$ cat src/rtl/tmrch_pkg.sv
package tmrch_pkg;

  typedef enum logic [2:0] {
    MD_EVENT    = 3'd0,
    MD_ONESHOT  = 3'd1,
    MD_RATE     = 3'd2,
    MD_SQUARE   = 3'd3,
    MD_SWSTROBE = 3'd4,
    MD_HWSTROBE = 3'd5
  } mode_t;

  // Codes 6 and 7 fold onto the rate and square-wave modes.
  function automatic mode_t map_mode(input logic [2:0] code);
    mode_t m;
    case (code)
      3'd6:    m = MD_RATE;
      3'd7:    m = MD_SQUARE;
      default: m = mode_t'(code);
    endcase
    return m;
  endfunction

endpackage

$ cat src/rtl/tmrch_edges.sv
module tmrch_edges (
  input  logic clk,
  input  logic rst_n,
  input  logic cnt_clk,
  input  logic gate,
  output logic tick,
  output logic trig,
  output logic gate_lvl
);

  logic cclk_q, gate_q, trig_q, trig_d;
  logic rise;

  assign tick     = cclk_q & ~cnt_clk;
  assign rise     = gate & ~gate_q;
  assign trig     = trig_q | rise;
  assign gate_lvl = gate_q;

  always_comb begin
    trig_d = trig_q;
    if (tick)      trig_d = 1'b0;
    else if (rise) trig_d = 1'b1;
  end

  always_ff @(posedge clk or negedge rst_n) begin
    if (!rst_n) begin
      cclk_q <= 1'b0;
      gate_q <= 1'b0;
      trig_q <= 1'b0;
    end else begin
      cclk_q <= cnt_clk;
      gate_q <= gate;
      trig_q <= trig_d;
    end
  end

  AST_TRIG_HELD: assert property (@(posedge clk) disable iff (!rst_n)
    (trig_q && !tick) |=> trig_q);
  AST_TICK_SINGLE: assert property (@(posedge clk) disable iff (!rst_n)
    tick |=> !tick);

endmodule

$ cat src/rtl/tmrch_arith.sv
module tmrch_arith #(
  parameter int W = 16
) (
  input  logic [W-1:0] val,
  input  logic         bcd,
  output logic [W-1:0] dec_o,
  output logic [W-1:0] half_o
);

  localparam int DIG = W / 4;

  logic [DIG:0]   borrow;
  logic [DIG:0]   rem;
  logic [W-1:0]   bcd_dec, bcd_half;

  assign borrow[0] = 1'b1;
  assign rem[DIG]  = 1'b0;

  for (genvar i = 0; i < DIG; i++) begin : g_dig
    logic [3:0] d;
    logic [4:0] t;
    assign d = val[4*i +: 4];
    // decimal digit with borrow into the next digit
    assign bcd_dec[4*i +: 4] = !borrow[i] ? d : ((d == 4'd0) ? 4'd9 : d - 4'd1);
    assign borrow[i+1]       = borrow[i] && (d == 4'd0);
    // decimal halving, remainder flows toward the low digits
    assign t                  = {1'b0, d} + (rem[i+1] ? 5'd10 : 5'd0);
    assign bcd_half[4*i +: 4] = t[4:1];
    assign rem[i]             = t[0];
  end

  always_comb begin
    if (bcd) begin
      dec_o  = bcd_dec;
      half_o = (val == '0) ? {4'h5, {(W-4){1'b0}}} : bcd_half;
    end else begin
      dec_o  = val - 1'b1;
      half_o = (val == '0) ? {1'b1, {(W-1){1'b0}}} : (val >> 1);
    end
  end

endmodule

$ cat src/rtl/tmr_channel.sv
module tmr_channel #(
  parameter int W = 16
) (
  input  logic         clk,
  input  logic         rst_n,
  input  logic         cnt_clk,
  input  logic         gate,
  input  logic         cfg_wr,
  input  logic [2:0]   cfg_mode,
  input  logic         cfg_bcd,
  input  logic         cnt_wr,
  input  logic [W-1:0] cnt_val,
  output logic         out,
  output logic [W-1:0] count
);
  import tmrch_pkg::*;

  localparam logic [W-1:0] ONE  = {{(W-1){1'b0}}, 1'b1};
  localparam logic [W-1:0] ZERO = '0;

  logic tick, trig, gate_lvl;
  logic [W-1:0] dec_v, half_v;

  mode_t        mode_q, mode_d;
  logic         bcd_q, bcd_d;
  logic [W-1:0] cnt_q, cnt_d, init_q, init_d;
  logic         out_q, out_d, run_q, run_d, pend_q, pend_d;
  logic         have_q, have_d, fired_q, fired_d;

  tmrch_edges u_edges (
    .clk      (clk),
    .rst_n    (rst_n),
    .cnt_clk  (cnt_clk),
    .gate     (gate),
    .tick     (tick),
    .trig     (trig),
    .gate_lvl (gate_lvl)
  );

  tmrch_arith #(.W(W)) u_arith (
    .val    (cnt_q),
    .bcd    (bcd_q),
    .dec_o  (dec_v),
    .half_o (half_v)
  );

  logic [W-1:0] init_half;
  tmrch_arith #(.W(W)) u_half (
    .val    (init_q),
    .bcd    (bcd_q),
    .dec_o  (),
    .half_o (init_half)
  );

  always_comb begin
    mode_d  = mode_q;
    bcd_d   = bcd_q;
    cnt_d   = cnt_q;
    init_d  = init_q;
    out_d   = out_q;
    run_d   = run_q;
    pend_d  = pend_q;
    have_d  = have_q;
    fired_d = fired_q;
    if (cfg_wr) begin
      mode_d  = map_mode(cfg_mode);
      bcd_d   = cfg_bcd;
      out_d   = (map_mode(cfg_mode) != MD_EVENT);
      run_d   = 1'b0;
      pend_d  = 1'b0;
      have_d  = 1'b0;
      fired_d = 1'b0;
    end else begin
      if (cnt_wr) begin
        init_d = cnt_val;
        have_d = 1'b1;
        if (mode_q != MD_ONESHOT && mode_q != MD_HWSTROBE) pend_d = 1'b1;
        if (mode_q == MD_EVENT) begin
          out_d = 1'b0;
          run_d = 1'b0;
        end
      end
      if (tick) begin
        case (mode_q)
          MD_EVENT: begin
            if (pend_q) begin
              cnt_d = init_q; run_d = 1'b1; pend_d = 1'b0;
            end else if (run_q && gate_lvl) begin
              cnt_d = dec_v;
              if (dec_v == ZERO) out_d = 1'b1;
            end
          end
          MD_SWSTROBE: begin
            if (!out_q) out_d = 1'b1;
            if (pend_q) begin
              cnt_d = init_q; run_d = 1'b1; pend_d = 1'b0; fired_d = 1'b0;
            end else if (run_q && gate_lvl) begin
              cnt_d = dec_v;
              if (dec_v == ZERO && !fired_q) begin
                out_d = 1'b0; fired_d = 1'b1;
              end
            end
          end
          MD_ONESHOT: begin
            if (trig && have_q) begin
              cnt_d = init_q; run_d = 1'b1; out_d = 1'b0;
            end else if (run_q) begin
              cnt_d = dec_v;
              if (dec_v == ZERO) out_d = 1'b1;
            end
          end
          MD_HWSTROBE: begin
            if (!out_q) out_d = 1'b1;
            if (trig && have_q) begin
              cnt_d = init_q; run_d = 1'b1; fired_d = 1'b0;
            end else if (run_q) begin
              cnt_d = dec_v;
              if (dec_v == ZERO && !fired_q) begin
                out_d = 1'b0; fired_d = 1'b1;
              end
            end
          end
          default: begin // rate and square wave
            if (pend_q || (trig && run_q)) begin
              cnt_d = init_q; run_d = 1'b1; pend_d = 1'b0; out_d = 1'b1;
            end else if (run_q && gate_lvl) begin
              if (cnt_q == ONE) begin
                cnt_d = init_q; out_d = 1'b1;
              end else begin
                cnt_d = dec_v;
                if (mode_q == MD_RATE && dec_v == ONE) out_d = 1'b0;
                if (mode_q == MD_SQUARE && dec_v == init_half) out_d = 1'b0;
              end
            end
          end
        endcase
      end
      if ((mode_q == MD_RATE || mode_q == MD_SQUARE) && !gate_lvl) out_d = 1'b1;
    end
  end

  always_ff @(posedge clk or negedge rst_n) begin
    if (!rst_n) begin
      mode_q  <= MD_EVENT;
      bcd_q   <= 1'b0;
      cnt_q   <= '0;
      init_q  <= '0;
      out_q   <= 1'b1;
      run_q   <= 1'b0;
      pend_q  <= 1'b0;
      have_q  <= 1'b0;
      fired_q <= 1'b0;
    end else begin
      mode_q  <= mode_d;
      bcd_q   <= bcd_d;
      cnt_q   <= cnt_d;
      init_q  <= init_d;
      out_q   <= out_d;
      run_q   <= run_d;
      pend_q  <= pend_d;
      have_q  <= have_d;
      fired_q <= fired_d;
    end
  end

  assign out   = out_q;
  assign count = cnt_q;

  AST_IDLE_HOLD: assert property (@(posedge clk) disable iff (!rst_n)
    (!tick && !cfg_wr) |=> $stable(cnt_q));
  AST_EVENT_CFG_LOW: assert property (@(posedge clk) disable iff (!rst_n)
    (cfg_wr && map_mode(cfg_mode) == MD_EVENT) |=> !out_q);
  AST_ONESHOT_FIRE: assert property (@(posedge clk) disable iff (!rst_n)
    (mode_q == MD_ONESHOT && tick && trig && have_q && !cfg_wr) |=> !out_q);
  AST_RATE_RELOAD: assert property (@(posedge clk) disable iff (!rst_n)
    (mode_q == MD_RATE && tick && gate_lvl && run_q && !pend_q && !trig &&
     cnt_q == ONE && !cfg_wr && !cnt_wr) |=> (cnt_q == $past(init_q)));
  AST_GATE_FORCE_HIGH: assert property (@(posedge clk) disable iff (!rst_n)
    ((mode_q == MD_RATE || mode_q == MD_SQUARE) && !gate_lvl && !cfg_wr) |=> out_q);
  AST_STROBE_SHORT: assert property (@(posedge clk) disable iff (!rst_n)
    ((mode_q == MD_SWSTROBE || mode_q == MD_HWSTROBE) && !out_q && tick && !cfg_wr)
    |=> out_q);

endmodule

$ cat config.mk
export PLATFORM = sky130hd
export DESIGN_NAME = tmr_channel
export DESIGN_NICKNAME = d
export VERILOG_FILES = /design/src/rtl/tmrch_pkg.sv /design/src/rtl/tmrch_edges.sv /design/src/rtl/tmrch_arith.sv /design/src/rtl/tmr_channel.sv
export SDC_FILE = /design/constraint.sdc
export NUM_CORES = 1
export LEC_CHECK = 0
export BUFFER_PORTS_ARGS = -buffer_cell sky130_fd_sc_hd__buf_2
export CELL_PAD_IN_SITES_DETAIL_PLACEMENT = 0
export CELL_PAD_IN_SITES_GLOBAL_PLACEMENT = 1
export CORE_AREA = 2 2 103 105
export DETAILED_ROUTE_END_ITERATION = 7
export DIE_AREA = 0 0 105 107
export GPL_TIMING_DRIVEN = 0
export MAX_ROUTING_LAYER = met4
export PLACE_DENSITY_LB_ADDON = 0.1
export SYNTH_ARGS = -nofsm -noshare
export SYNTH_HDL_FRONTEND = slang
export SYNTH_SLANG_ARGS = --single-unit
$ cat constraint.sdc
create_clock -name clk -period 2.7 [get_ports clk]
set_input_delay 0.135 -clock clk [delete_from_list [all_inputs] [get_ports clk]]
set_output_delay 0.135 -clock clk [all_outputs]
set_load 0.02 [all_outputs]
**Word level (Yosys, flattened, before mapping)**

Cells that the tools add are included.

- Bitwise gates (word level): 6
- Reductions and logical operators: 32
- Multiplexer cells: 73
- Equal/unequal tests: 16
- Add/sub/neg operators: 8

Operator list:

| cell | number |
|---|---|
| two-way mux 16 bit | 10 |
| two-way mux 1 bit | 45 |
| two-way mux 4 bit | 10 |
| equality test 16 x 1 -> 1 bit (second input constant) | 2 |
| zero test 16 bit | 2 |
| case mux 16 bit (2 select lines) | 1 |
| equality test 16 bit | 1 |
| zero test 4 bit | 4 |
| subtractor 16 x 1 -> 16 bit (second input constant) | 1 |
| subtractor 4 x 1 -> 4 bit (second input constant) | 4 |
| adder 4 x 5 -> 5 bit | 3 |
| two-way mux 15 bit | 1 |
| equality test 3 bit (second input constant) | 4 |
| logical AND 1 bit | 10 |
| inequality test 3 x 1 -> 1 bit (second input constant) | 3 |
| inequality test 4 bit (second input constant) | 2 |
| equality test 3 x 2 -> 1 bit (second input constant) | 2 |
| case mux 1 bit (2 select lines) | 3 |
| case mux 3 bit (2 select lines) | 1 |
| nonzero test 2 bit | 3 |
| nonzero test 3 bit | 2 |
| AND reduction 5 bit | 1 |
| case mux 1 bit (4 select lines) | 1 |
| AND reduction 4 bit | 1 |
| 12 further kinds | 18 |

- Flip-flop bits (word level): 44
- Bits of input ports: 26
- Word-level logic and storage cells: 147
- Output and inout bits: 17

**Longest topological paths before layout**

Gate-level depths: netlist of the first run.

- Depth after elaboration: 18
- Depth in mapped cells: 11
- Mapped depth without buffers: 10

**By module**

A second synthesis of the first run with hierarchy kept.

- Cell total of the unflattened synthesis: 489
- Area total of the unflattened synthesis: 4265.3 um2

Modules (own cells, without submodules):

| module | cells each | instances | seq. area each (um2) | area each (um2) |
|---|---|---|---|---|
| tmr_channel | 209 | 1 | 1027.2 | 2279.7 |
| tmrch_arith | 136 | 2 | 0.0 | 939.7 |
| tmrch_edges | 8 | 1 | 75.1 | 106.4 |

**Worst setup path before layout of the first run**

No wires, ideal clock.

- Path kind: flip-flop to flip-flop
- Start point: reg cnt_q[10], in the netlist count[10]
- End point: reg out_q, in the netlist out
- Buffers on the path: 2
- Path slack: -0.247 ns
- Required time: 2.606 ns
- Library setup time: 0.094 ns
- Arrival time: 2.852 ns
- Cell stages (with the launch flop): 11
- Period minus slack after synthesis: 2.947 ns
- Cell sequence: dfrtp_1 -> or4_4 -> buf_6 -> or4_4 -> buf_6 -> o31ai_4 -> nand4_2 -> nor4_4 -> a21o_1 -> nor3_1 -> a311oi_1

- Word-level cells in the longest chain between the ends: 15
- Elaborated cells on any way between the ends: 34
- Those cells by class: add/sub: 2; eq/ne: 3; mux: 23; reduce/logical: 6

RTL lines:

| item | RTL line | text |
|---|---|---|
| from (decl) | tmr_channel.sv:26 | `logic [W-1:0] cnt_q, cnt_d, init_q, init_d;` |
| from (signal assigned) | tmr_channel.sv:156 | `cnt_q <= cnt_d;` |
| branches (longest 11 deep; another with subtractor 16 x 1 -> 16 bit) | - |  |
| case mux 1 bit (4 select lines) (*) | tmr_channel.sv:84 | `case (mode_q)` |
| two-way mux 1 bit (*) | tmr_channel.sv:83 | `if (tick) begin` |
| two-way mux 1 bit (*) | tmr_channel.sv:138 | `if ((mode_q == MD_RATE \|\| mode_q == MD_SQUARE) && !gate_lvl) out_d = 1'b1;` |
| two-way mux 1 bit (*) | tmr_channel.sv:65 | `if (cfg_wr) begin` |
| named net out_d | tmr_channel.sv:27 | `logic out_q, out_d, run_q, run_d, pend_q, pend_d;` |
| to (signal assigned) | tmr_channel.sv:158 | `out_q <= out_d;` |
| to (decl) | tmr_channel.sv:27 |  |

Mark *: on every way through the listed nets, which the timed path passes.
A chain may end at the register's enable or synchronous reset.

**Final worst setup path of the first run**

- Start point: reg cnt_q[5], in the netlist count[5]
- End point: reg out_q, in the netlist out

- Word-level cells in the longest chain between the ends: 16
- Elaborated cells on any way between the ends: 36
- Those cells by class: add/sub: 2; eq/ne: 3; mux: 24; reduce/logical: 7

RTL lines:

| item | RTL line |
|---|---|
| branches (longest 12 deep; another with subtractor 16 x 1 -> 16 bit) | - |
| case mux 1 bit (4 select lines) (*) | tmr_channel.sv:84 |
| two-way mux 1 bit (*) | tmr_channel.sv:83 |
| two-way mux 1 bit (*) | tmr_channel.sv:138 |
| two-way mux 1 bit (*) | tmr_channel.sv:65 |
| named net out_d | tmr_channel.sv:27 |

Marks and branches as above.

==> flow_summary.yaml, run 1 <==
timing:
  post-route-period-util_pct: 105
  rsz0062_at_grt: "true"
  worst_slew_pin_slew_ns: 1.03
  fmax_mhz: 353
  slew_violations: 0
  period_needed_ns: 2.83
  max_slew_margin_pct: 31.6
  finalHoldViolations: 0
  setup-violations-final: 2
  worst_slack_ns: -0.132
  fin_skew_ns: 0.00699
drt:
  first_pass_iters: 4
  vias_per_cell: 5.56
  wl_mm: 10.9
  via_count: 3287
  drt_iter0_markers: 211
  wl_per_cell_um: 18.4
  drtAntennaViolNets: 0
  drc: 0
die:
  pin_count: 43
  die_x_um: 105
  die_area_um2: 11200
  rows: 37
  die_h_um: 107
  start_util_pct: 34.2
  core_um2: 10100
grt:
  grt_pass1_wl_mm: 17.3
  grt_max_degree: 45
  grtUsageTotal_pct: 20.3
  first_global_vias: 3208
  grt.overflow.total: 0
  antenna_found_initial: 0
setup_path:
  worstSetupStartpointType: "register"
  crit_type: "reg2reg"
  arrival_ns: 3.04
  regToRegSetupSlack_ns: -0.13
  reg2reg_depth: 9
  cp.required_ns: 2.91
  reg2reg_from: "count[5]"
  worstPathMaxFanout: 7
  endpoint_kind: "register"
  worstReg2RegEnd: "out"
cells_and_area:
  drive_above_1_share_pct: 29.5
  fillers: 1060
  syn2layout_area_growth_pct: 21.2
  antenna_cells: 0
  multi_input_comb_area_um2: 2340
  fin_cells: 591
  seqCellArea_um2: 1110
  fin_nets: 491
status:
  status: "complete, but fails checks"
  violations: "setup timing"
logic_synthesis:
  synth_top_cell_by_area: "dfrtp_1"
  synth-edff-count: 0
  synthArstFlopShare_pct: 100
  post_synth.cell_area_avg_um2: 8.70
  ys_types: 62
  synth_warnings: 0
  yosys.area.top_type_share_pct: 31.2
  syn-num-nets: 433
  netlist_top_cells_area: "dfrtp_1, mux2_2, mux2i_1"
  synthesis.area_um2: 3450
  synth_ff_type: "dfrtp_1"
  ys_seq_area_share_pct: 32.0
  netlist_instances: 396
  synth_seq_cells: 44
cts:
  clockRootBuffer: "clkbuf_8"
  cts_tree: "yes"
  cts_buffers: 5
  insertion_delay_ns: 0.30
  clk_pin_slew_ns: 0.09
  cts_num_sinks: 44
  htree_num_levels: 2
  cts_buffer_depth: 2
place:
  hpwlAfterDp_mm: 8.32
  dp_cells: 574
  post-place-ws_ns: -0.707
  gp_congestion: 0.865
  numPortBuffers: 42
power_and_ir_drop:
  power_leakage_uw: 0.00171
  cellPowerDensity_nw_per_um2: 963
  p_total_uw: 4020
  peakVddDrop_v: 0.000290
run:
  max-cap-violations: 0
worst_hold_path:
  hp-class: "in2async"
-- logic make-up (layout without fill, tap and decap cells) --
kind of cell,Yosys count,after routing,synth area share (%)
AO/OA/AOI/OAI,103,103,19.9
buffers and inverters,40,99,4.83
multiplexers,41,41,12.7
flip-flops,44,44,32.0
AND/OR/NAND/NOR,140,140,22.3
adder cells (fa/ha/maj),11,11,3.99
XOR/XNOR,17,17,4.32
-- routing by layer --
metal	wire, um	vias up	track usage [%]	part of all wire (%)
met4	201	0	5.52	1.8
met3	529	15	2.92	4.9
met2	4810	84	30.3	44
met1	5340	1590	28.9	49
met5	0	-	-	0
li1	-	1598	-	-
-- cells in the final DEF, fill, tap and decap left out, drive strengths merged, types with 3 or more instances in the layout --
cell    count
mux2       21
xor2        5
nand2      33
nand3      10
inv        16
nor4b       3
a21oi      24
a211oi      5
nand2b      4
nor4       11
mux2i      20
a31oi       9
o21ai      28
nor3       16
nor2b       3
nand4       7
a311oi      3
o211ai      4
o22a        3
nor2       31
ha         11
or3         5
clkbuf     24
xnor2      12
dfrtp      43
or4         5
buf        56
-- final cells by class --
class                           instances  area share, %
Tap cell                              136           4.07
Sequential cell                        44           26.6
Timing Repair Buffer                   55           7.49
Clock buffer                            7           1.83
Multi-Input combinational cell        312           56.1
Buffer                                 20           2.37
Inverter                               16           1.44
Clock inverter                          1          0.120
-- state kept, by name (all words and copies together), names as in the netlist --
register,cells
fired_q,1
u_edges.trig_q,1
count,16
have_q,1
out,1
mode_q,3
u_edges.cclk_q,1
bcd_q,1
run_q,1
u_edges.gate_lvl,1
init_q,16
pend_q,1
-- how the worst max path moves through the flow --
stage | start | end | slack [ns] | cells after the start
floorplan | count[10] | out | -0.14 | 10
global placement | count[1] | out | -0.67 | 11
detailed placement | count[0] | out | -0.71 | 11
CTS | count[11] | out | -0.21 | 8
global route | count[5] | out | -0.27 | 9
finish | count[5] | out | -0.13 | 9
-- cells in the mapped netlist (3+ instances only) --
library cell	n
a211oi_1	5
a21oi_1	24
a311oi_1	3
a31oi_1	9
buf_1	3
clkbuf_1	18
dfrtp_1	43
ha_1	11
inv_1	16
mux2_2	21
mux2i_1	20
nand2_1	33
nand2b_1	4
nand3_1	10
nand4_1	6
nor2_1	31
nor2b_1	3
nor3_1	16
nor4_1	9
nor4b_1	3
o211ai_1	4
o21ai_0	27
o22a_1	3
or3_1	5
or4_4	3
xnor2_1	12
xor2_1	5
-- through the flow --
stage,util (%),hold WS (ns),setup TNS (ns),area [um2]
floorplan,-,-0.161,-0.136,3480
global placement,38.3,0.254,-5.97,3860
detailed placement,38.3,0.258,-6.18,3860
CTS,40.6,0.0441,-0.364,4100
global route,41.4,0.0584,-0.435,4180
finish,41.4,0.0131,-0.196,4180
-- report_power, final --
group	internal, uW	leakage [uW]	switching, uW
logic	969	0.00114	1500
clock network	182	0.0000422	233
registers	835	0.000525	306
-- critical path: stages (launching register included) --
cell and delay (ns):
dfrtp_1 0.48, or4_1 0.63, a211oi_4 0.32, buf_4 0.18, a31o_2 0.19, nand4_4 0.12, nor4_4 0.41, a21o_1 0.17
nor3_1 0.05, a311oi_1 0.20
-- repair_timing --
item                                    CTS  global route
hold endpoints to repair                  2             0
hold buffers                              2             0
endpoints found under the setup margin   18            18
buffers inserted                         10             1
gates resized for setup                  23            25
pin swaps                                13             5
No activity file was read; power rests on OpenSTA's default activity.
==> run 2, diff against run 1 <==
--- a/config.mk
+++ b/config.mk
@@ -8,9 +8,9 @@
 export BUFFER_PORTS_ARGS = -buffer_cell sky130_fd_sc_hd__buf_2
 export CELL_PAD_IN_SITES_DETAIL_PLACEMENT = 0
 export CELL_PAD_IN_SITES_GLOBAL_PLACEMENT = 1
-export CORE_AREA = 2 2 103 105
+export CORE_AREA = 10 10 111 113
 export DETAILED_ROUTE_END_ITERATION = 7
-export DIE_AREA = 0 0 105 107
+export DIE_AREA = 0 0 121 123
 export GPL_TIMING_DRIVEN = 0
 export MAX_ROUTING_LAYER = met4
 export PLACE_DENSITY_LB_ADDON = 0.1
==> flow_summary.yaml, run 2 (synthesis results as in run 1) <==
drt:
  first_pass_iters: 5
  via_count: 3368
  drt_iter0_markers: 241
  wl_per_cell_um: 19.1
  drc: 0
  vias_per_cell: 5.58
  drtAntennaViolNets: 0
  wl_mm: 11.6
cells_and_area:
  layout_commonest_cell: "buf_2"
  fin_cells: 604
  antenna_cells: 0
  syn2layout_area_growth_pct: 27.4
  drive_above_1_share_pct: 34.0
  layout_common_cells: "buf_2, dfrtp_1, nand2_1, nor2_1, o21ai_0"
  fin_nets: 504
power_and_ir_drop:
  peakVddDrop_v: 0.000342
  cellPowerDensity_nw_per_um2: 998
  power_leakage_uw: 0.00181
  p_total_uw: 4380
cts:
  cts_num_sinks: 44
  cts_buffers: 5
  cts_tree: "yes"
  clockRootBuffer: "clkbuf_8"
  insertion_delay_ns: 0.31
  htree_num_levels: 2
  cts_buffer_depth: 2
  clk_pin_slew_ns: 0.08
timing:
  finalHoldViolations: 0
  rsz0062_at_grt: "true"
  max_slew_margin_pct: 29.4
  post-route-period-util_pct: 104
  fin_skew_ns: 0.00545
  worst_slew_pin_slew_ns: 1.06
  worst_slack_ns: -0.105
  setup-violations-final: 2
  tns_ns: -0.155
  slew_violations: 0
  fmax_mhz: 356
  period_needed_ns: 2.81
setup_path:
  worstPathMaxFanout: 6
  endpoint_kind: "register"
  worstSetupStartpointType: "register"
  cp_cell_sequence: "or4_4 -> or4_4 -> a211o_1 -> nand2_2 -> xnor2_2 -> nand3_2 -> a2111oi_4 -> a311oi_2"
  critPathMostFrequentCell: "or4_4"
  cp.required_ns: 2.92
  arrival_ns: 3.02
  crit_type: "reg2reg"
  slowest_delay_ns: 0.56
  crit_buf_inv: 0
  crit_family: "simple AND/OR/NAND/NOR gates"
  critPathSlowestCell: "or4_4"
die:
  die_h_um: 123
  rows: 37
  die_area_um2: 14900
  pin_count: 43
  die_x_um: 121
  start_util_pct: 34.0
  core_um2: 10100
grt:
  first_global_vias: 3186
  grt_pass1_wl_mm: 18.3
  grtUsageTotal_pct: 15.9
  grt_max_degree: 45
  antenna_found_initial: 0
  grt.overflow.total: 0
place:
  numPortBuffers: 42
  gp_congestion: 0.879
  post-place-ws_ns: -0.666
  hpwlAfterDp_mm: 8.78
  dp_cells: 574
status:
  violations: "setup timing"
  status: "complete, but fails checks"
worst_hold_path:
  hp-class: "in2async"
run:
  max-cap-violations: 0
[run 2: changes by cell type in the layout (fill, tap and decap cells not counted), sizes merged]
cell and delta:
clkinv -1, buf +14
[run 2: layout make-up]
cell class | count | area [um2]
Tap cell | 136 | 170
Clock buffer | 8 | 100
Multi-Input combinational cell | 312 | 2440
Fill cell | 1038 | 5750
Sequential cell | 44 | 1110
Inverter | 16 | 60.1
Timing Repair Buffer | 68 | 410
Buffer | 20 | 101
[run 2: where the power goes]
| group | leakage (uW) | total (uW) | internal, uW | switching, uW |
|---|---|---|---|---|
| Sequential | 0.000524 | 1130 | 836 | 291 |
| Combinational | 0.00123 | 2790 | 1160 | 1630 |
| Clock | 0.0000515 | 472 | 234 | 238 |
[run 2: what timing repair did]
action / in CTS / in global routing
setup endpoints to repair: 18 / 16
hold endpoints to repair: 2 / 0
hold buffers: 2 / 0
pin swaps: 13 / 14
buffers inserted: 15 / 9
gates resized for setup: 26 / 35
[run 2: stage by stage]
stage / cell area, um2 / hold slack (ns) / util (%)
6_report: 4390 / 0.0184 / 43.3
3_3_place_gp: 3860 / 0.251 / 38.1
4_1_cts: 4170 / 0.0422 / 41.1
2_1_floorplan: 3480 / -0.161 / -
3_5_place_dp: 3860 / 0.254 / 38.1
5_1_grt: 4390 / 0.0436 / 43.3
[run 2: final timing paths]
| path | startpoint | end | slack [ns] | cells past startpoint |
|---|---|---|---|---|
| worst max-delay path | count[10] | out | -0.11 | 8 |
| worst min-delay path | rst_n | init_q[5] | 0.02 | 1 |
| max in group asynchronous | rst_n | count[1] | 1.96 | 1 |
| min in group clk | cnt_val[0] | init_q[0] | 0.06 | 2 |
| worst min register to register | have_q | have_q | 0.53 | 2 |
| worst max register to register | count[10] | out | -0.11 | 8 |
[run 2: metal layers]
layer  routed length [um]  track usage, %  vias to the layer above
li1                     -               -                     1622
met1                 5790            23.0                     1641
met2                 5090            22.7                       96
met3                  529            2.32                        9
met4                  150            3.85                        0
met5                    0               -                        -
==> run 3, diff against run 2 <==
==> constraint.sdc (replaced) <==
create_clock -name clk -period 3.3 [get_ports clk]
set_input_delay 0.165 -clock clk [delete_from_list [all_inputs] [get_ports clk]]
set_output_delay 0.165 -clock clk [all_outputs]
set_load 0.02 [all_outputs]
==> flow_summary.yaml, run 3 (synthesis results as in run 1) <==
status:
  status: "complete, no violations"
die:
  die_area_um2: 14900
  pin_count: 43
  die_x_um: 121
  die_h_um: 123
  core_um2: 10100
  rows: 37
  start_util_pct: 34.0
timing:
  fin_skew_ns: 0.00763
  post-route-period-util_pct: 95.0
  fmax_mhz: 319
  rsz0062_at_grt: "false"
  worst_slew_pin_slew_ns: 1.03
  max_slew_margin_pct: 31.0
  setup-violations-final: 0
  finalHoldViolations: 0
  period_needed_ns: 3.13
  slew_violations: 0
cts:
  clockRootBuffer: "clkbuf_8"
  cts_buffer_depth: 2
  cts_buffers: 5
  cts_num_sinks: 44
  insertion_delay_ns: 0.30
  htree_num_levels: 2
  cts_tree: "yes"
  clk_pin_slew_ns: 0.09
setup_path:
  endpoint_kind: "register"
  critPathMostFrequentCell: "or4_4"
  cp.required_ns: 3.51
  worstReg2RegEnd: "out"
  arrival_ns: 3.34
  slowest_delay_ns: 0.53
  worstPathMaxFanout: 7
  critPathSlowestCell: "or4_4"
  regToRegSetupSlack_ns: 0.17
  reg2reg_depth: 11
  worstSetupStartpointType: "register"
  crit_type: "reg2reg"
  reg2reg_from: "count[10]"
  cp-endpoint: "out"
  cp_cell_sequence: "or4_4 -> buf_6 -> or4_4 -> buf_6 -> or4_4 -> nand4_2 -> nor4_4 -> buf_4 -> a21oi_1 -> nor3_1 -> a311oi_1"
  cp-startpoint: "count[10]"
grt:
  grtUsageTotal_pct: 15.6
  first_global_vias: 3329
  antenna_found_initial: 0
  grt_pass1_wl_mm: 18.1
  grt.overflow.total: 0
  grt_max_degree: 45
cells_and_area:
  fin_nets: 490
  antenna_cells: 0
  seqCellArea_um2: 1100
  multi_input_comb_area_um2: 2240
  layout_commonest_cell: "buf_2"
  drive_above_1_share_pct: 23.8
  fin_cells: 590
  fillers: 1056
  syn2layout_area_growth_pct: 18.3
  layout_common_cells: "buf_2, dfrtp_1, nand2_1, nor2_1, o21ai_0"
  final_area_um2: 4080
place:
  gp_congestion: 0.838
  dp_cells: 574
  hpwlAfterDp_mm: 8.57
  placed_area_um2: 3830
  numPortBuffers: 42
drt:
  via_count: 3299
  drt_iter0_markers: 189
  drtAntennaViolNets: 0
  vias_per_cell: 5.59
  wl_per_cell_um: 19.0
  wl_mm: 11.2
  drc: 0
  first_pass_iters: 5
power_and_ir_drop:
  power_leakage_uw: 0.00167
  peakVddDrop_v: 0.000247
  cellPowerDensity_nw_per_um2: 799
worst_hold_path:
  hp-class: "in2async"
run:
  max-cap-violations: 0
run 3: changes by cell type in the layout (fill, tap and decap cells not counted), moves of 3 or more:
cell / previous run / this run
buf_4: 24 / 7
clkbuf_1: 8 / 15
clkbuf_2: 8 / 3
dfrtp_1: 36 / 41
dfrtp_2: 7 / 2
nor4_1: 6 / 9
nor4_2: 3 / 0
xnor2_1: 9 / 12
xnor2_2: 3 / 0
run 3: cell type report:
| class | count | area share (%) |
|---|---|---|
| buffer | 23 | 2.61 |
| clock buffer | 5 | 1.69 |
| clock inverter | 3 | 1.04 |
| inverter | 16 | 1.47 |
| multi-input combinational | 312 | 55.0 |
| sequential | 44 | 27.1 |
| tap | 136 | 4.17 |
| timing repair buffer | 51 | 6.94 |
run 3: worst min-delay path by stage:
stage / endpoint / slack [ns]
4_1_cts: init_q[13] / 0.07
2_1_floorplan: bcd_q / -0.13
3_3_place_gp: u_edges.gate_lvl / 0.28
3_5_place_dp: u_edges.cclk_q / 0.29
6_report: count[6] / 0.04
5_1_grt: init_q[6] / 0.08
run 3: worst max-delay path: cells and delay by family, from the launching register on:
| kind | cells | cell delay (ns) |
|---|---|---|
| buffers and inverters | 3 | 0.44 |
| and+or+nand+nor | 6 | 1.76 |
| DFF | 1 | 0.46 |
| AOI/OAI and AO/OA | 2 | 0.36 |
run 3: per-layer routing:
| layer | part of all wire, % | global-route usage (%) |
|---|---|---|
| met2 | 45 | 24.2 |
| met1 | 48 | 20.4 |
| met3 | 3.9 | 2.05 |
| met4 | 2.7 | 5.51 |
| met5 | 0 | - |
run 3: timing repair:
item | 4_1_cts | 5_1_grt
hold buffers | 2 | 0
pin swaps | 1 | 3
setup endpoints to repair | 2 | 5
setup buffers | 1 | 6
endpoints found under the hold margin | 2 | 0
gates resized for setup | 5 | 13
run 3: power breakdown:
part	total, uW	switching [uW]	internal, uW
Sequential	949	271	678
Combinational	1870	1140	733
Clock	433	209	225
run 3: metrics by stage:
stage / setup slack [ns] / setup TNS [ns] / hold slack [ns] / power [uW] / util, %
global placement: -0.284 / -0.404 / 0.283 / 2690 / 37.8
CTS: 0.00356 / 0 / 0.0746 / 3180 / 39.3
global route: 0.00609 / 0 / 0.0794 / 3520 / 40.2
detailed placement: -0.269 / -0.432 / 0.288 / 2690 / 37.8
finish: 0.167 / 0 / 0.0400 / 3260 / 40.2
floorplan: 0.353 / 0 / -0.131 / 2140 / -
